## src/rtl/uart_tx_pkg.sv

```systemverilog
package uart_tx_pkg;
  typedef enum logic [1:0] {
    PAR_OFF  = 2'd0,
    PAR_EVEN = 2'd1,
    PAR_ODD  = 2'd2,
    PAR_OFF2 = 2'd3
  } parity_e;

  typedef enum logic [2:0] {
    ST_IDLE,
    ST_START,
    ST_DATA,
    ST_PAR,
    ST_STOP
  } tx_state_e;
endpackage

```

## src/rtl/uart_tx_prep.sv

```systemverilog
module uart_tx_prep #(
  parameter int DATA_W = 8,
  localparam int NB_W  = $clog2(DATA_W + 1)
) (
  input  logic [DATA_W-1:0] data_i,
  input  logic [1:0]        word_len_i,
  input  logic [1:0]        parity_i,
  output logic [DATA_W-1:0] data_o,
  output logic [NB_W-1:0]   nbits_o,
  output logic              par_en_o,
  output logic              par_bit_o
);
  import uart_tx_pkg::*;

  assign nbits_o = NB_W'(DATA_W - 3) + NB_W'(word_len_i);

  for (genvar i = 0; i < DATA_W; i++) begin : g_mask
    assign data_o[i] = data_i[i] & (NB_W'(i) < nbits_o);
  end

  always_comb begin
    par_en_o  = 1'b0;
    par_bit_o = 1'b0;
    unique case (parity_e'(parity_i))
      PAR_EVEN: begin par_en_o = 1'b1; par_bit_o = ^data_o;  end
      PAR_ODD:  begin par_en_o = 1'b1; par_bit_o = ~^data_o; end
      default:  ;
    endcase
  end
endmodule

```

## src/rtl/uart_tx_thr.sv

```systemverilog
module uart_tx_thr #(
  parameter int DATA_W      = 8,
  parameter int SYNC_CYCLES = 2,
  localparam int SCNT_W     = (SYNC_CYCLES < 1) ? 1 : $clog2(SYNC_CYCLES + 1)
) (
  input  logic              clk_i,
  input  logic              rst_ni,
  input  logic              wr_en_i,
  input  logic [DATA_W-1:0] wr_data_i,
  input  logic              shift_busy_i,
  output logic              load_o,
  output logic [DATA_W-1:0] data_o,
  output logic              empty_o
);
  logic              full_q;
  logic [DATA_W-1:0] data_q;
  logic [SCNT_W-1:0] sync_q;
  logic              ready;

  assign ready   = full_q && (sync_q == SCNT_W'(SYNC_CYCLES));
  assign load_o  = ready && !shift_busy_i;
  assign data_o  = data_q;
  assign empty_o = !full_q;

  always_ff @(posedge clk_i or negedge rst_ni) begin
    if (!rst_ni) begin
      full_q <= 1'b0;
      data_q <= '0;
      sync_q <= '0;
    end else if (load_o) begin
      full_q <= 1'b0;
      sync_q <= '0;
    end else if (wr_en_i && !full_q) begin
      full_q <= 1'b1;
      data_q <= wr_data_i;
      sync_q <= '0;
    end else if (full_q && !ready) begin
      sync_q <= sync_q + 1'b1;
    end
  end
endmodule

```

## src/rtl/uart_tx_shift.sv

```systemverilog
module uart_tx_shift #(
  parameter int DATA_W        = 8,
  parameter int TICKS_PER_BIT = 16,
  localparam int NB_W         = $clog2(DATA_W + 1),
  localparam int LIM_W        = $clog2(2 * TICKS_PER_BIT + 1)
) (
  input  logic              clk_i,
  input  logic              rst_ni,
  input  logic              load_i,
  input  logic [DATA_W-1:0] data_i,
  input  logic [NB_W-1:0]   nbits_i,
  input  logic              par_en_i,
  input  logic              par_bit_i,
  input  logic [1:0]        stop_sel_i,
  input  logic              tick_i,
  output logic              txd_o,
  output logic              busy_o
);
  import uart_tx_pkg::*;

  localparam int HALF = TICKS_PER_BIT / 2;

  tx_state_e         state_q;
  logic [DATA_W-1:0] sh_q;
  logic [NB_W-1:0]   left_q;
  logic [LIM_W-1:0]  cnt_q, stop_lim_q, lim, stop_lim_d;
  logic              par_en_q, par_q, bit_end;

  always_comb begin
    unique case (stop_sel_i)
      2'd0:    stop_lim_d = LIM_W'(TICKS_PER_BIT);
      2'd1:    stop_lim_d = LIM_W'(TICKS_PER_BIT + HALF);
      default: stop_lim_d = LIM_W'(2 * TICKS_PER_BIT);
    endcase
  end

  assign lim     = (state_q == ST_STOP) ? stop_lim_q : LIM_W'(TICKS_PER_BIT);
  assign bit_end = tick_i && (cnt_q == lim - 1'b1);
  assign busy_o  = (state_q != ST_IDLE);

  always_comb begin
    unique case (state_q)
      ST_START: txd_o = 1'b0;
      ST_DATA:  txd_o = sh_q[0];
      ST_PAR:   txd_o = par_q;
      default:  txd_o = 1'b1;
    endcase
  end

  always_ff @(posedge clk_i or negedge rst_ni) begin
    if (!rst_ni) begin
      state_q    <= ST_IDLE;
      sh_q       <= '0;
      left_q     <= '0;
      cnt_q      <= '0;
      stop_lim_q <= LIM_W'(TICKS_PER_BIT);
      par_en_q   <= 1'b0;
      par_q      <= 1'b0;
    end else if (load_i) begin
      state_q    <= ST_START;
      sh_q       <= data_i;
      left_q     <= nbits_i;
      cnt_q      <= '0;
      stop_lim_q <= stop_lim_d;
      par_en_q   <= par_en_i;
      par_q      <= par_bit_i;
    end else if (tick_i && busy_o) begin
      if (bit_end) begin
        cnt_q <= '0;
        unique case (state_q)
          ST_START: state_q <= ST_DATA;
          ST_DATA: begin
            sh_q   <= sh_q >> 1;
            left_q <= left_q - 1'b1;
            if (left_q == NB_W'(1)) state_q <= par_en_q ? ST_PAR : ST_STOP;
          end
          ST_PAR:  state_q <= ST_STOP;
          default: state_q <= ST_IDLE;
        endcase
      end else begin
        cnt_q <= cnt_q + 1'b1;
      end
    end
  end
endmodule

```

## src/rtl/uart_tx_hold.sv

```systemverilog
module uart_tx_hold #(
  parameter int DATA_W        = 8,
  parameter int TICKS_PER_BIT = 16,
  parameter int SYNC_CYCLES   = 2
) (
  input  logic              clk_i,
  input  logic              rst_ni,
  input  logic              wr_en_i,
  input  logic [DATA_W-1:0] wr_data_i,
  input  logic [1:0]        word_len_i,
  input  logic [1:0]        stop_sel_i,
  input  logic [1:0]        parity_i,
  input  logic              tick_i,
  output logic              txd_o,
  output logic              thr_empty_o,
  output logic              busy_o
);
  localparam int NB_W = $clog2(DATA_W + 1);

  logic              load, busy;
  logic [DATA_W-1:0] thr_data, prep_data;
  logic [NB_W-1:0]   nbits;
  logic              par_en, par_bit;

  uart_tx_thr #(.DATA_W(DATA_W), .SYNC_CYCLES(SYNC_CYCLES)) u_thr (
    .clk_i, .rst_ni, .wr_en_i, .wr_data_i,
    .shift_busy_i(busy), .load_o(load), .data_o(thr_data), .empty_o(thr_empty_o)
  );

  uart_tx_prep #(.DATA_W(DATA_W)) u_prep (
    .data_i(thr_data), .word_len_i, .parity_i,
    .data_o(prep_data), .nbits_o(nbits), .par_en_o(par_en), .par_bit_o(par_bit)
  );

  uart_tx_shift #(.DATA_W(DATA_W), .TICKS_PER_BIT(TICKS_PER_BIT)) u_shift (
    .clk_i, .rst_ni, .load_i(load), .data_i(prep_data), .nbits_i(nbits),
    .par_en_i(par_en), .par_bit_i(par_bit), .stop_sel_i, .tick_i,
    .txd_o, .busy_o(busy)
  );

  assign busy_o = busy;
endmodule

```

## config.mk

```make
export PLATFORM = sky130hd
export DESIGN_NAME = uart_tx_hold
export DESIGN_NICKNAME = d
export VERILOG_FILES = /design/src/rtl/uart_tx_pkg.sv /design/src/rtl/uart_tx_prep.sv /design/src/rtl/uart_tx_thr.sv /design/src/rtl/uart_tx_shift.sv /design/src/rtl/uart_tx_hold.sv
export SDC_FILE = /design/constraint.sdc
export NUM_CORES = 1
export LEC_CHECK = 0
export BUFFER_PORTS_ARGS = -buffer_cell sky130_fd_sc_hd__buf_2
export CAP_MARGIN = 10
export CORE_ASPECT_RATIO = 0.9
export CORE_UTILIZATION = 63
export DETAILED_ROUTE_END_ITERATION = 8
export PLACE_DENSITY = 0.84
export SKIP_LAST_GASP = 1
export SYNTH_ARGS = -nofsm -noshare
export SYNTH_HDL_FRONTEND = slang
export SYNTH_SLANG_ARGS = --single-unit
```

## constraint.sdc

```tcl
create_clock -name clk_i -period 3.9 [get_ports clk_i]
set_clock_uncertainty 0.15 [all_clocks]
set_input_delay 0.78 -clock clk_i [delete_from_list [all_inputs] [get_ports clk_i]]
set_output_delay 0.78 -clock clk_i [all_outputs]
set_load 0.03 [all_outputs]
```

# After elaboration in Yosys (flattened, before gate mapping)

Cells that the tools add are included.

$add $sub $neg: 5
Magnitude comparators: 8
Eq/ne operators: 11
Multiplexer cells: 27
Bitwise gates (word level): 9
Reduce and logical (&&, ||, !) cells: 22

Operator list:

| kind                                                                         | count |
|---|---|
| 8-bit 2-to-1 mux                                                             | 4 |
| 6-bit 2-to-1 mux                                                             | 4 |
| 3-bit by 4-bit less-than comparator with 1-bit output (first input constant) | 4 |
| 4-bit 2-to-1 mux                                                             | 4 |
| 3-bit 2-to-1 mux                                                             | 5 |
| 6-bit one-hot mux with 2 select lines                                        | 1 |
| 3-bit one-hot mux with 3 select lines                                        | 1 |
| 1-bit bitwise AND                                                            | 8 |
| 1-bit by 4-bit less-than comparator with 1-bit output (first input constant) | 2 |
| 2-bit by 4-bit less-than comparator with 1-bit output (first input constant) | 2 |
| 2-bit nonzero test                                                           | 4 |
| 8-bit XNOR reduction                                                         | 1 |
| 8-bit XOR reduction                                                          | 1 |
| 6-bit by 1-bit adder with 6-bit output (second input constant)               | 1 |
| 3-bit by 2-bit == test with 1-bit output (second input constant)             | 2 |
| 6-bit == test                                                                | 1 |
| 1-bit logical AND                                                            | 6 |
| 2-bit 2-to-1 mux                                                             | 3 |
| 3-bit AND reduction                                                          | 2 |
| 3-bit nonzero test                                                           | 2 |
| 6-bit by 1-bit subtractor with 6-bit output (second input constant)          | 1 |
| 3-bit by 2-bit adder with 4-bit output (first input constant)                | 1 |
| 2-bit by 1-bit == test with 1-bit output (second input constant)             | 2 |
| 2-bit == test (second input constant)                                        | 2 |
| 14 further kinds                                                             | 18 |

Register bits after elaboration: 40
Input bits: 18
Output and inout bits: 3

# Logic depth before layout (Yosys ltp)

Gate-level depths: netlist of run 1.

Depth after elaboration: 8
Mapped depth: 11
Gate-level depth less buffers: 9

# Hierarchy

From an unflattened synthesis of run 1, not the netlist that was laid out.

Cell total of the unflattened synthesis: 215
Area total of the unflattened synthesis: 2,163.3 µm²

By module, submodules not included:

| module        | instances | cells an instance | area each (µm²) | sequential area each (µm²) |
|---|---|---|---|---|
| uart_tx_shift | 1         | 153               | 1,438.9         | 651.9 |
| uart_tx_thr   | 1         | 33                | 505.5           | 275.3 |
| uart_tx_prep  | 1         | 29                | 219.0           | 0.0 |

# Worst setup path before layout of run 1

No wires, ideal clock.

Path kind: reg-to-reg
From: register u_shift.state_q[1]
To: register u_shift.left_q[1]
Setup time: 0.125 ns
Arrival: 2.262 ns
Setup slack: 1.364 ns
Stages on the path, launching flop included: 11
Path buffers: 2
Clock period less this slack: 2.536 ns
Cells stage by stage: dfrtp_1 -> buf_6 -> and4bb_4 -> inv_1 -> ha_1 -> xor2_1 -> and4_1 -> and4_1 -> buf_6 -> mux2i_1 -> mux2_2

Cells in the longest elaborated chain, start to end: 7
Elaborated cells between the ends (all ways): 15
Those cells by class: 1 x add/sub; 3 x eq/ne; 2 x mux; 9 x reduce/logical

Ends and longest elaborated chain:

| element                                     | RTL line            | text |
|---|---|---|
| start, declared                             | uart_tx_shift.sv:23 | `tx_state_e state_q;` |
| start signal, assigned                      | uart_tx_shift.sv:75 | `if (left_q == NB_W'(1)) state_q <= par_en_q ? ST_PAR : ST_STOP;` |
| 3-bit == test                               | uart_tx_shift.sv:37 | `assign lim = (state_q == ST_STOP) ? stop_lim_q : LIM_W'(TICKS_PER_BIT);` |
| 6-bit 2-to-1 mux                            | uart_tx_shift.sv:37 |  |
| 6-bit by 1-bit subtractor with 6-bit output | uart_tx_shift.sv:38 | `assign bit_end = tick_i && (cnt_q == lim - 1'b1);` |
| 6-bit == test                               | uart_tx_shift.sv:38 |  |
| 1-bit logical AND                           | uart_tx_shift.sv:38 |  |
| 2-bit nonzero test (no source line)         | -                   |  |
| 3-bit AND reduction (no source line)        | -                   |  |
| end signal, assigned                        | uart_tx_shift.sv:62 | `left_q <= nbits_i;` |
| end signal, assigned                        | uart_tx_shift.sv:74 | `left_q <= left_q - 1'b1;` |
| end, declared                               | uart_tx_shift.sv:25 | `logic [NB_W-1:0] left_q;` |

Parallel ways exist; a longest one is shown, timed or not.
A chain may end at the register's enable or synchronous reset.

# Worst setup path after layout of run 1

Ends and elaborated chain as after synthesis.

==> results of run 1 <==
-- worst max-delay path: cells and delay by family (launching register included) --
kind                     cells  cell delay (ns)
multiplexers                 2             0.42
flip-flops                   1             0.50
XOR/XNOR                     1             0.22
adder cells (fa/ha/maj)      1             0.30
AND/OR/NAND/NOR              3             1.20
buffers and inverters        1             0.07
-- logic make-up after synthesis --
family	after synthesis	share of synthesized area
DFF	37	0.4239
adders and majority gates	10	0.05721
buffers and inverters	24	0.05148
AOI/OAI and AO/OA	37	0.1156
xor gates and xnor gates	14	0.08925
and+or+nand+nor	66	0.1613
muxes	21	0.1013
-- power by group --
group	switching, mW	total (mW)	internal (mW)	leakage [nW]
combinational	0.400	0.766	0.365	0.600
clock	0.139	0.283	0.144	0.0445
sequential	0.162	0.714	0.552	0.453
-- cell usage in the layout, fill, tap and decap left out, types with 3 or more instances in the layout --
cell	instances
sky130_fd_sc_hd__mux2i_1	12
sky130_fd_sc_hd__mux2_2	9
sky130_fd_sc_hd__o21ai_0	11
sky130_fd_sc_hd__xnor2_1	7
sky130_fd_sc_hd__nor2_1	19
sky130_fd_sc_hd__nand2_1	22
sky130_fd_sc_hd__nand3_1	5
sky130_fd_sc_hd__nand4_1	3
sky130_fd_sc_hd__dfrtp_1	36
sky130_fd_sc_hd__inv_1	12
sky130_fd_sc_hd__ha_1	10
sky130_fd_sc_hd__buf_2	20
sky130_fd_sc_hd__clkbuf_8	6
sky130_fd_sc_hd__a21oi_1	10
-- final cells by class --
type,instances,share of cell area
repair buffers,20,0.04224
inverters,13,0.02059
clock inverters,1,0.003168
multi-input cells,148,0.4842
clock buffers,7,0.03643
well taps,42,0.02218
flip-flops and latches,37,0.3912
-- metal layers --
| layer | share of wire | vias up | GRT usage |
|---|---|---|---|
| met3 | 0.052 | 16 | 0.06496 |
| li1 | - | 754 | - |
| met4 | 0.026 | 0 | 0.1079 |
| met5 | 0 | - | 0 |
| met1 | 0.39 | 819 | 0.3473 |
| met2 | 0.53 | 51 | 0.5274 |
-- metrics by stage --
step / area, um^2 / worst slack (ns) / cells / hold WS [ns]
global route: 2370 / 0.7937 / 268 / 0.3780
finish: 2370 / 0.9263 / 268 / 0.3617
CTS: 2370 / 0.9692 / 268 / 0.3663
detailed placement: 2276 / 1.056 / 260 / 0.3496
global placement: 2276 / 1.215 / 260 / 0.3389
floorplan: 2187 / 1.364 / 209 / 0.2901
-- synthesized netlist by cell type, drive strengths merged (2+ instances only) --
library cell  number  area share
a211o              2      0.0080
a21oi             10       0.023
a31oi              2      0.0057
and4               2      0.0080
and4bb             2       0.015
buf                6       0.021
clkbuf             5      0.0086
dfrtp             36        0.41
ha                10       0.057
inv               12       0.021
mux2               9       0.046
mux2i             12       0.055
nand2             22       0.038
nand3              5       0.011
nand4              4       0.018
nor2              19       0.033
nor2b              2      0.0057
nor3               3       0.012
o21ai             11       0.025
o31ai              2       0.013
o41ai              2      0.0080
or3                2      0.0057
xnor2              8       0.035
xnor3              2       0.021
xor2               4       0.033
-- state kept, by name, indices dropped and copies added (netlist names) --
register / flops
u_shift.cnt_q: 6
u_shift.par_en_q: 1
u_thr.full_q: 1
u_shift.stop_lim_q: 3
u_shift.state_q: 3
u_shift.sh_q: 8
u_thr.sync_q: 2
u_thr.data_o: 8
u_shift.left_q: 4
u_shift.par_q: 1
-- worst paths after layout --
path	end	start	slack, ns	cells after the start
min in group asynchronous	u_shift.left_q[0]$_DFFE_PN0P_	rst_ni	0.41	1
setup reg to reg	u_shift.left_q[1]$_DFFE_PN0P_	u_shift.state_q[1]$_DFFE_PN0P_	0.93	8
setup / recovery	u_shift.left_q[1]$_DFFE_PN0P_	u_shift.state_q[1]$_DFFE_PN0P_	0.93	8
max in group asynchronous	u_shift.cnt_q[2]$_DFFE_PN0P_	rst_ni	2.64	1
hold / removal	u_thr.data_o[5]$_DFFE_PN0P_	u_thr.data_o[5]$_DFFE_PN0P_	0.36	1
hold reg to reg	u_thr.data_o[5]$_DFFE_PN0P_	u_thr.data_o[5]$_DFFE_PN0P_	0.36	1
==> out/qor_table.md, run 1 <==
| Metric | Value |
| --- | --- |
| Synthesis-to-layout area growth | 8.352% |
| Total of warnings raised by yosys | 0 |
| Port Buffers | 20 |
| Post-layout min period | 2.974 ns |
| Pins Over Slew Limit | 0 |
| Combined area of the multi-input logic cells | 1147 um^2 |
| Die outline width | 64.11 um |
| Share of post-route cells with drive strength above 1 | 0.2080 |
| Number of flops mapped to enable cells by yosys | 0 |
| Total I/O pin count | 21 |
| Final WL | 4770 um |
| Post-synthesis sequential element count | 37 |
| Slowest stage cell on the critical path | sky130_fd_sc_hd__dfrtp_1 |
| Final estimated routing congestion in global placement | 0.8886 |
| Postcts setup bufs | 0 |
| Final design utilization | 0.7439 |
| Source-to-sink clock delay at the later pin of the worst-skew pair | 0.30 ns |
| Synthesized netlist cell count | 209 |
| Class of the tightest hold or removal check | register to register |
| Register Area | 927.1 um^2 |
| Predominant post-synthesis flop cell | sky130_fd_sc_hd__dfrtp_1 |
| Crit Path Class | register to register |
| Sum Neg Setup Slack | 0 ns |
| Number of antenna violations at the first check in global routing | 0 |
| Half-perimeter wire length after detailed placement | 3299 um |
| Transition at the pin with the smallest max-transition slack | 0.8824 ns |
| Critical path arrival | 3.00 ns |
| Final ANT Viol Nets | 0 |
| Syn Std Cell Area | 2187 um^2 |
| Share of async-settable or async-resettable flops after synthesis | 1.000 |
| Via count of the first global-routing pass | 1,710 |
| Required time at the worst-slack endpoint | 3.93 ns |
| Pin count of the biggest net entering global routing | 38 |
| Static leakage | 1.097 nW |
| Deepest clock path buffer count | 2 |
| Htree depth | 2 |
| Iteration-0 DRC Markers | 100 |
| Critical path's most frequent cell | sky130_fd_sc_hd__and4_1 |
| Clock transition at the registers of the reported paths | 0.08 ns |
| Unique cell type count in the Yosys netlist | 47 |
| Fraction of the cycle the final worst path needs | 0.7625 |
| Number of nets in the synthesized netlist | 237 |
| Remaining max-slew budget at the tightest pin | 0.4101 |
| Achievable frequency | 336.3 MHz |
| Count of antenna diodes in the layout | 0 |
| CTS buffer count | 5 |
| Total congestion overflow after global routing | 0 |
| Startpoint kind of the worst setup timing path | register |
| Total DRC errors in the routed layout | 0 |
| TritonCTS clock tree | built |
| Root buf cell | sky130_fd_sc_hd__clkbuf_8 |
| Total vias in the final route | 1,640 |
| Pre-Repair DR Iteration Count | 4 |
| Global-route wire length before repair | 7935 um |
| RSZ-0062 raised after global routing | no |
| Number of inserted filler cells in the final layout | 220 |
| Number of failing setup endpoints in the final timing report | 0 |
| Result of the run | complete, no violations |
| Final hold violation count | 0 |
| NumNets Final | 253 |
| Total GRT Usage | 0.2932 |
| Mean post-synth cell area | 10.46 um^2 |
| Post-DR wirelength/cell | 17.80 um |
| Highest cell delay on the worst timing path | 0.50 ns |
| Average via count per standard cell | 6.119 |
| Total die area | 3711 um^2 |
| Core area | 3186 um^2 |
| Cell row count | 19 |
| Post-synthesis sequential area ratio | 0.4239 |
| Maximum resistive drop on vdd | 0.0005669 V |
| Power density normalized to cell area | 743.8 nW/um^2 |
| Hold-fix buffer count after cts | 0 |
| CTS sink count | 37 |
| Post-CTS sizing | 0 |
| Largest fanout on the critical path | 10 |
| Effective utilization at floorplan | 0.6866 |
| Ordered cell list for the critical path | and4bb_4 -> inv_1 -> ha_1 -> xor2_1 -> and4_1 -> and4_1 -> mux2i_1 -> mux2_2 |
| Y dimension of the die | 57.90 um |
| Overall power | 1.763 mW |
| Kind of end point of the critical path | register |
| Maximum Capacitance Violations | 0 |
Power figures use the tool's default switching activity.
==> run 2, diff against run 1 <==
--- a/config.mk
+++ b/config.mk
@@ -5,12 +5,13 @@
 export SDC_FILE = /design/constraint.sdc
 export NUM_CORES = 1
 export LEC_CHECK = 0
+export ABC_AREA = 1
 export BUFFER_PORTS_ARGS = -buffer_cell sky130_fd_sc_hd__buf_2
 export CAP_MARGIN = 10
 export CORE_ASPECT_RATIO = 0.9
-export CORE_UTILIZATION = 63
+export CORE_UTILIZATION = 59
 export DETAILED_ROUTE_END_ITERATION = 8
-export PLACE_DENSITY = 0.84
+export PLACE_DENSITY = 0.79
 export SKIP_LAST_GASP = 1
 export SYNTH_ARGS = -nofsm -noshare
 export SYNTH_HDL_FRONTEND = slang
==> constraint.sdc (replaced) <==
create_clock -name clk_i -period 3.1 [get_ports clk_i]
set_clock_uncertainty 0.15 [all_clocks]
set_input_delay 0.62 -clock clk_i [delete_from_list [all_inputs] [get_ports clk_i]]
set_output_delay 0.62 -clock clk_i [all_outputs]
set_load 0.03 [all_outputs]
==> out/qor_table.md, run 2 <==
| Metric | Value | vs previous |
| --- | --- | --- |
| Result of the run | complete, no violations |  |
| Power density normalized to cell area | 771.4 nW/um^2 | +3.7% |
| Total of warnings raised by yosys | 0 | unchanged |
| Leading cell types in the layout, fill and taps excluded | sky130_fd_sc_hd__nand2_1, sky130_fd_sc_hd__inv_1, sky130_fd_sc_hd__dfrtp_1, sky130_fd_sc_hd__nand3_1, sky130_fd_sc_hd__o21ai_0 |  |
| Number of nets in the synthesized netlist | 318 | +34% |
| Highest cell delay on the worst timing path | 0.42 ns | -0.08 ns |
| Final WL | 4451 um | -6.7% |
| Largest fanout on the critical path | 17 | +7 |
| Syn Std Cell Area | 2200 um^2 | +0.57% |
| Post-synthesis sequential area ratio | 0.4215 | -0.002411 |
| Internal power consumption | 1.076 mW | +1.4% |
| Synth cell count leaders | sky130_fd_sc_hd__nand2_1, sky130_fd_sc_hd__inv_1, sky130_fd_sc_hd__dfrtp_1 |  |
| Count of antenna diodes in the layout | 0 | unchanged |
| Mean post-synth cell area | 7.585 um^2 | -28% |
| Htree depth | 2 | unchanged |
| Register share of total power | 0.420 | +0.015 |
| Iteration-0 DRC Markers | 89 | -11% |
| Core area | 3478 um^2 | +9.2% |
| Overall power | 1.836 mW | +4.1% |
| CTS buffer count | 5 | unchanged |
| Slowest stage cell on the critical path | sky130_fd_sc_hd__dfrtp_1 |  |
| Crit Path Class | register to register |  |
| Source-to-sink clock delay at the later pin of the worst-skew pair | 0.29 ns | about the same |
| Capturing point of the worst reg2reg path | u_shift.sh_q[7]$_DFFE_PN0P_ |  |
| Pin count of the biggest net entering global routing | 38 | unchanged |
| Cell family with the largest share of critical-path delay | simple AND/OR/NAND/NOR gates |  |
| Pins Over Slew Limit | 0 | unchanged |
| Switching Fraction | 0.4138 | +0.01572 |
| Remaining max-slew budget at the tightest pin | 0.4636 | +0.05347 |
| Pre-Repair DR Iteration Count | 5 | +1 |
| Relative contribution of combinational cells to total power | 0.390 | -0.044 |
| Post-CTS sizing | 0 | unchanged |
| Transition at the pin with the smallest max-transition slack | 0.8046 ns | -0.07773 ns |
| Number of inserted filler cells in the final layout | 303 | +38% |
| Root buf cell | sky130_fd_sc_hd__clkbuf_8 |  |
| Startpoint kind of the worst setup timing path | register |  |
| Unique cell type count in the Yosys netlist | 30 | -36% |
| Class of the tightest hold or removal check | input pin to asynchronous set/reset pin |  |
| Postcts setup bufs | 0 | unchanged |
| Required time at the worst-slack endpoint | 3.14 ns | -0.79 ns |
| Worst reg2reg path depth | 11 | +3 |
| Cell row count | 20 | +1 |
| NumNets Final | 337 | +33% |
| Port Buffers | 20 | unchanged |
| Ordered cell list for the critical path | nor2_4 -> nand3_2 -> ha_1 -> xor2_1 -> nand3_1 -> nor2_2 -> nand2_2 -> nand2_4 -> nand2_4 -> nand2_1 -> nand2_1 |  |
| Total vias in the final route | 1,843 | +12% |
| Total die area | 3977 um^2 | +7.1% |
| Kind of end point of the critical path | register |  |
| Total DRC errors in the routed layout | 0 | unchanged |
| Share of async-settable or async-resettable flops after synthesis | 1.000 | unchanged |
| Effective utilization at floorplan | 0.6324 | -0.05419 |
| Half-perimeter wire length after detailed placement | 3221 um | -2.4% |
| Total GRT Usage | 0.2691 | -0.02404 |
| Die outline width | 66.36 um | +3.5% |
| Cell taking the most area after synthesis | sky130_fd_sc_hd__dfrtp_1 |  |
| Via count of the first global-routing pass | 1,685 | -1.5% |
| Combined buffer and inverter count along the critical path | 0 | -1 |
| Synthesized netlist cell count | 290 | +39% |
| Share of post-route cells with drive strength above 1 | 0.1323 | -0.07571 |
| Final hold violation count | 0 | unchanged |
| Deepest clock path buffer count | 2 | unchanged |
| Maximum resistive drop on vdd | 0.0005865 V | +3.5% |
| Fraction of the cycle the final worst path needs | 0.7427 | -0.01973 |
| Achievable frequency | 434.3 MHz | +29% |
| Clock transition at the registers of the reported paths | 0.07 ns | about the same |
| R2R Path Start | u_shift.state_q[0]$_DFFE_PN0P_ |  |
| Number of antenna violations at the first check in global routing | 0 | unchanged |
| Synthesis-to-layout area growth | 8.191% |  |
| Switching power | 759.7 uW | +8.3% |
| Average via count per standard cell | 5.206 | -15% |
| Y dimension of the die | 59.93 um | +3.5% |
| Top cells by area, synth | sky130_fd_sc_hd__dfrtp_1, sky130_fd_sc_hd__nand2_1, sky130_fd_sc_hd__inv_1 |  |
| Number of failing setup endpoints in the final timing report | 0 | unchanged |
| Area share of the largest cell type after synthesis | 0.4096 | -0.002343 |
| Global-route wire length before repair | 7748 um | -2.4% |
| Final ANT Viol Nets | 0 | unchanged |
| TritonCTS clock tree | built |  |
| Sum Neg Setup Slack | 0 ns | unchanged |
| Critical path arrival | 2.34 ns | -0.66 ns |
| FF-to-FF setup slack | 0.80 ns | -0.13 ns |
| Post-layout min period | 2.303 ns | -0.6712 ns |
| Register Area | 927.1 um^2 | unchanged |
| Hold-fix buffer count after cts | 0 | unchanged |
| Total congestion overflow after global routing | 0 | unchanged |
| Static leakage | 1.304 nW | +19% |
| RSZ-0062 raised after global routing | no |  |
| Most frequent cell after synthesis | sky130_fd_sc_hd__nand2_1 |  |
| Clock network fraction of total power | 0.190 | +0.029 |
| Leading cell type in the layout, fill and taps excluded | sky130_fd_sc_hd__nand2_1 |  |
| Post-DR wirelength/cell | 12.57 um | -29% |
| Maximum Capacitance Violations | 0 | unchanged |
| CTS sink count | 37 | unchanged |
| Combined area of the multi-input logic cells | 1046 um^2 | -8.8% |
| Predominant post-synthesis flop cell | sky130_fd_sc_hd__dfrtp_1 |  |
| Final estimated routing congestion in global placement | 0.8632 | -2.9% |
| Total I/O pin count | 21 | unchanged |
| Number of flops mapped to enable cells by yosys | 0 | unchanged |
| Post-synthesis sequential element count | 37 | unchanged |
run 2: cell types whose count changed after synthesis, moves of 5 or more:
| cell | before | now |
|---|---|---|
| sky130_fd_sc_hd__inv_1 | 12 | 41 |
| sky130_fd_sc_hd__mux2_2 | 9 | 0 |
| sky130_fd_sc_hd__mux2i_1 | 12 | 0 |
| sky130_fd_sc_hd__nand2_1 | 22 | 97 |
| sky130_fd_sc_hd__nand3_1 | 5 | 29 |
| sky130_fd_sc_hd__nor2_1 | 19 | 8 |
| sky130_fd_sc_hd__o21ai_0 | 11 | 21 |
| sky130_fd_sc_hd__xnor2_1 | 7 | 2 |
run 2: worst max path at each step:
stage          slack, ns                            from  depth (start not counted)                       endpoint
2_1_floorplan       1.06  u_shift.state_q[0]$_DFFE_PN0P_                         12  u_shift.left_q[2]$_DFFE_PN0P_
3_3_place_gp        0.93  u_shift.state_q[0]$_DFFE_PN0P_                         11    u_shift.sh_q[3]$_DFFE_PN0P_
3_5_place_dp        0.82  u_shift.state_q[0]$_DFFE_PN0P_                         11    u_shift.sh_q[7]$_DFFE_PN0P_
4_1_cts             0.80  u_shift.state_q[0]$_DFFE_PN0P_                         11  u_shift.left_q[1]$_DFFE_PN0P_
5_1_grt             0.64  u_shift.state_q[0]$_DFFE_PN0P_                         11  u_shift.left_q[2]$_DFFE_PN0P_
6_report            0.80  u_shift.state_q[0]$_DFFE_PN0P_                         11    u_shift.sh_q[7]$_DFFE_PN0P_
run 2: power by group through the flow:
| stage | combinational, mW | sequential (mW) | clock, mW |
|---|---|---|---|
| 3_3_place_gp | 0.676 | 0.771 | 0 |
| 4_1_cts | 0.717 | 0.767 | 0.357 |
| 3_5_place_dp | 0.711 | 0.775 | 0 |
| 2_1_floorplan | 0.579 | 0.736 | 0 |
| 6_report | 0.716 | 0.771 | 0.349 |
| 5_1_grt | 0.834 | 0.792 | 0.380 |
run 2: kinds of logic after synthesis:
family,count (synthesis),share of synthesized area
AND/OR/NAND/NOR,149,0.3066
buffers and inverters,51,0.1030
AO/OA/AOI/OAI,39,0.09613
flip-flops,37,0.4215
adder cells (fa/ha/maj),10,0.05688
XOR/XNOR,4,0.01593
run 2: cell type report:
| class | instances | share of cell area |
|---|---|---|
| Tap cell | 44 | 0.02313 |
| Clock buffer | 8 | 0.03785 |
| Sequential cell | 37 | 0.3896 |
| Timing Repair Buffer | 20 | 0.04206 |
| Inverter | 43 | 0.06782 |
| Multi-Input combinational cell | 202 | 0.4395 |
run 2: per-layer routing:
layer | vias up | GRT usage | routed length (um)
li1 | 955 | - | -
met1 | 851 | 0.3626 | 2171
met2 | 35 | 0.4227 | 2076
met3 | 2 | 0.07061 | 183
met4 | 0 | 0.09119 | 21
met5 | - | 0 | 0
run 2: metrics by stage:
step                      hold slack, ns  setup slack, ns    util  area, um^2  instances
after floorplan                   0.1744            1.061       -        2200        290
after global placement            0.3074           0.9286  0.6583        2290        346
after CTS                         0.2819           0.8020  0.6842        2380        354
final                             0.2574           0.7975  0.6842        2380        354
after detailed placement          0.3130           0.8181  0.6583        2290        346
after global routing              0.3219           0.6401  0.6842        2380        354
==> run 3, diff against run 2 <==
==> constraint.sdc (replaced) <==
create_clock -name clk_i -period 2.2 [get_ports clk_i]
set_clock_uncertainty 0.15 [all_clocks]
set_input_delay 0.44 -clock clk_i [delete_from_list [all_inputs] [get_ports clk_i]]
set_output_delay 0.44 -clock clk_i [all_outputs]
set_load 0.03 [all_outputs]
==> out/qor_table.md, run 3 (synthesis results as in run 2) <==
| Metric | Value | vs previous |
| --- | --- | --- |
| Result of the run | complete, no violations |  |
| Overall power | 2.586 mW | +41% |
| Pins Over Slew Limit | 0 | unchanged |
| Iteration-0 DRC Markers | 152 | +71% |
| Static leakage | 1.341 nW | +2.8% |
| Final WL | 4316 um | -3.0% |
| Post-route worst setup slack | 0.1205 ns | -0.6770 ns |
| Transition at the pin with the smallest max-transition slack | 0.4614 ns | -0.3433 ns |
| Clock network fraction of total power | 0.177 | -0.013 |
| Total GRT Usage | 0.2475 | -0.02160 |
| Total I/O pin count | 21 | unchanged |
| Post-route design area | 2500 um^2 | +5.0% |
| Remaining max-slew budget at the tightest pin | 0.6924 | +0.2288 |
| Switching power | 1.069 mW | +41% |
| Pin count of the biggest net entering global routing | 38 | unchanged |
| Final design utilization | 0.7187 | +0.03453 |
| Port Buffers | 20 | unchanged |
| Maximum Capacitance Violations | 0 | unchanged |
| Maximum resistive drop on vdd | 0.0006677 V | +14% |
| Total DRC errors in the routed layout | 0 | unchanged |
| Core area | 3478 um^2 | unchanged |
| Crit Path Class | register to register |  |
| Register share of total power | 0.420 | about the same |
| Worst reg2reg path depth | 11 | unchanged |
| Effective utilization at floorplan | 0.6324 | unchanged |
| Achievable frequency | 480.9 MHz | +11% |
| Total congestion overflow after global routing | 0 | unchanged |
| Clock transition at the registers of the reported paths | 0.07 ns | about the same |
| Htree depth | 2 | unchanged |
| Relative contribution of combinational cells to total power | 0.403 | +0.013 |
| Fraction of the cycle the final worst path needs | 0.9452 | +0.2025 |
| Root buf cell | sky130_fd_sc_hd__clkbuf_8 |  |
| Synthesis-to-layout area growth | 13.65% |  |
| TritonCTS clock tree | built |  |
| Post-DR wirelength/cell | 11.96 um | -4.9% |
| Required time at the worst-slack endpoint | 2.29 ns | -0.85 ns |
| Class of the tightest hold or removal check | input pin to asynchronous set/reset pin |  |
| Source-to-sink clock delay at the later pin of the worst-skew pair | 0.30 ns | about the same |
| Y dimension of the die | 59.93 um | unchanged |
| Total die area | 3977 um^2 | unchanged |
| Via count of the first global-routing pass | 1,650 | -2.1% |
| Placement Cell Area | 2320 um^2 | +1.3% |
| Largest fanout on the critical path | 7 | -10 |
| Final ANT Viol Nets | 0 | unchanged |
| Hold-fix buffer count after cts | 0 | unchanged |
| R2R Path Start | u_shift.state_q[1]$_DFFE_PN0P_ |  |
| Cell row count | 20 | unchanged |
| Deepest clock path buffer count | 2 | unchanged |
| Worst setup slack after placement | 0.08204 ns | -0.7360 ns |
| Internal power consumption | 1.518 mW | +41% |
| Final hold violation count | 0 | unchanged |
| Sum Neg Setup Slack | 0 ns | unchanged |
| Final estimated routing congestion in global placement | 0.8423 | -2.4% |
| Number of failing setup endpoints in the final timing report | 0 | unchanged |
| Leading cell types in the layout, fill and taps excluded | sky130_fd_sc_hd__nand2_1, sky130_fd_sc_hd__inv_1, sky130_fd_sc_hd__dfrtp_1, sky130_fd_sc_hd__nand3_1, sky130_fd_sc_hd__o21ai_0 |  |
| Share of post-route cells with drive strength above 1 | 0.1672 | +0.03493 |
| Average via count per standard cell | 5.260 | +1.0% |
| CTS sink count | 37 | unchanged |
| NumNets Final | 344 | +2.1% |
| Kind of end point of the critical path | register |  |
| Post-layout min period | 2.080 ns | -0.2230 ns |
| Capturing point of the worst reg2reg path | u_shift.left_q[3]$_DFFE_PN0P_ |  |
| CTS buffer count | 5 | unchanged |
| FF-to-FF setup slack | 0.12 ns | -0.68 ns |
| Global-route wire length before repair | 7100 um | -8.4% |
| Count of antenna diodes in the layout | 0 | unchanged |
| Leading cell type in the layout, fill and taps excluded | sky130_fd_sc_hd__nand2_1 |  |
| Pre-Repair DR Iteration Count | 5 | unchanged |
| Die outline width | 66.36 um | unchanged |
| Startpoint kind of the worst setup timing path | register |  |
| Number of antenna violations at the first check in global routing | 0 | unchanged |
| Total vias in the final route | 1,899 | +3.0% |
| Critical path arrival | 2.17 ns | -0.17 ns |
| Half-perimeter wire length after detailed placement | 2970 um | -7.8% |
| Switching Fraction | 0.4132 | -0.0006200 |
| Power density normalized to cell area | 1035 nW/um^2 | +34% |
-- run 3: worst max path at each step --
stage                                              start                             to  slack [ns]  depth (start not counted)
after detailed placement  u_shift.state_q[0]$_DFFE_PN0P_    u_shift.sh_q[3]$_DFFE_PN0P_        0.08                         12
after global placement    u_shift.state_q[0]$_DFFE_PN0P_  u_shift.left_q[1]$_DFFE_PN0P_        0.15                         12
after CTS                 u_shift.state_q[0]$_DFFE_PN0P_    u_shift.sh_q[3]$_DFFE_PN0P_        0.05                         12
after floorplan           u_shift.state_q[0]$_DFFE_PN0P_  u_shift.left_q[2]$_DFFE_PN0P_        0.16                         12
after global routing      u_shift.state_q[1]$_DFFE_PN0P_  u_shift.left_q[3]$_DFFE_PN0P_       -0.02                         11
final                     u_shift.state_q[1]$_DFFE_PN0P_  u_shift.left_q[3]$_DFFE_PN0P_        0.12                         11
-- run 3: layout make-up --
| type | instances | area, um^2 |
|---|---|---|
| clock buffers | 8 | 80.08 |
| fillers | 274 | 978.4 |
| inverters | 43 | 161.4 |
| multi-input cells | 203 | 1105 |
| flip-flops and latches | 37 | 928.4 |
| well taps | 44 | 55.05 |
| repair buffers | 26 | 170.2 |
-- run 3: routing by layer --
metal | global-route usage | vias up | part of all wire
met3 | 0.05725 | 10 | 0.058
met2 | 0.3834 | 54 | 0.44
met4 | 0.1216 | 0 | 0.024
li1 | - | 971 | -
met5 | 0 | - | 0
met1 | 0.3276 | 864 | 0.48
-- run 3: critical path: stages (launching register included) --
cell and delay, ns:
sky130_fd_sc_hd__dfrtp_1 0.42, sky130_fd_sc_hd__nor2_4 0.16, sky130_fd_sc_hd__nand3_2 0.11, sky130_fd_sc_hd__ha_4 0.29, sky130_fd_sc_hd__xor2_2 0.14, sky130_fd_sc_hd__nand3_2 0.09
sky130_fd_sc_hd__nor2_2 0.12, sky130_fd_sc_hd__nand2_2 0.11, sky130_fd_sc_hd__nand2_8 0.14, sky130_fd_sc_hd__clkbuf_16 0.16, sky130_fd_sc_hd__nand3_1 0.07, sky130_fd_sc_hd__nand2_1 0.07
-- run 3: timing repair --
action | 4_1_cts | 5_1_grt
resized for setup | 0 | 10
endpoints found under the setup margin | 0 | 15
setup buffers | 0 | 1
-- run 3: stage by stage --
| step | std cells | hold slack [ns] |
|---|---|---|
| 5_1_grt | 361 | 0.06328 |
| 6_report | 361 | 0.03022 |
| 3_3_place_gp | 350 | 0.3059 |
| 3_5_place_dp | 350 | 0.3093 |
| 2_1_floorplan | 290 | -0.005591 |
| 4_1_cts | 358 | 0.04327 |
-- run 3: power by group through the flow --
stage / clock network (mW) / logic [mW] / registers (mW)
after global routing: 0.492 / 1.22 / 1.12
after detailed placement: 0 / 0.986 / 1.09
after floorplan: 0 / 0.816 / 1.04
after CTS: 0.467 / 0.991 / 1.08
final: 0.458 / 1.04 / 1.09
after global placement: 0 / 0.959 / 1.08
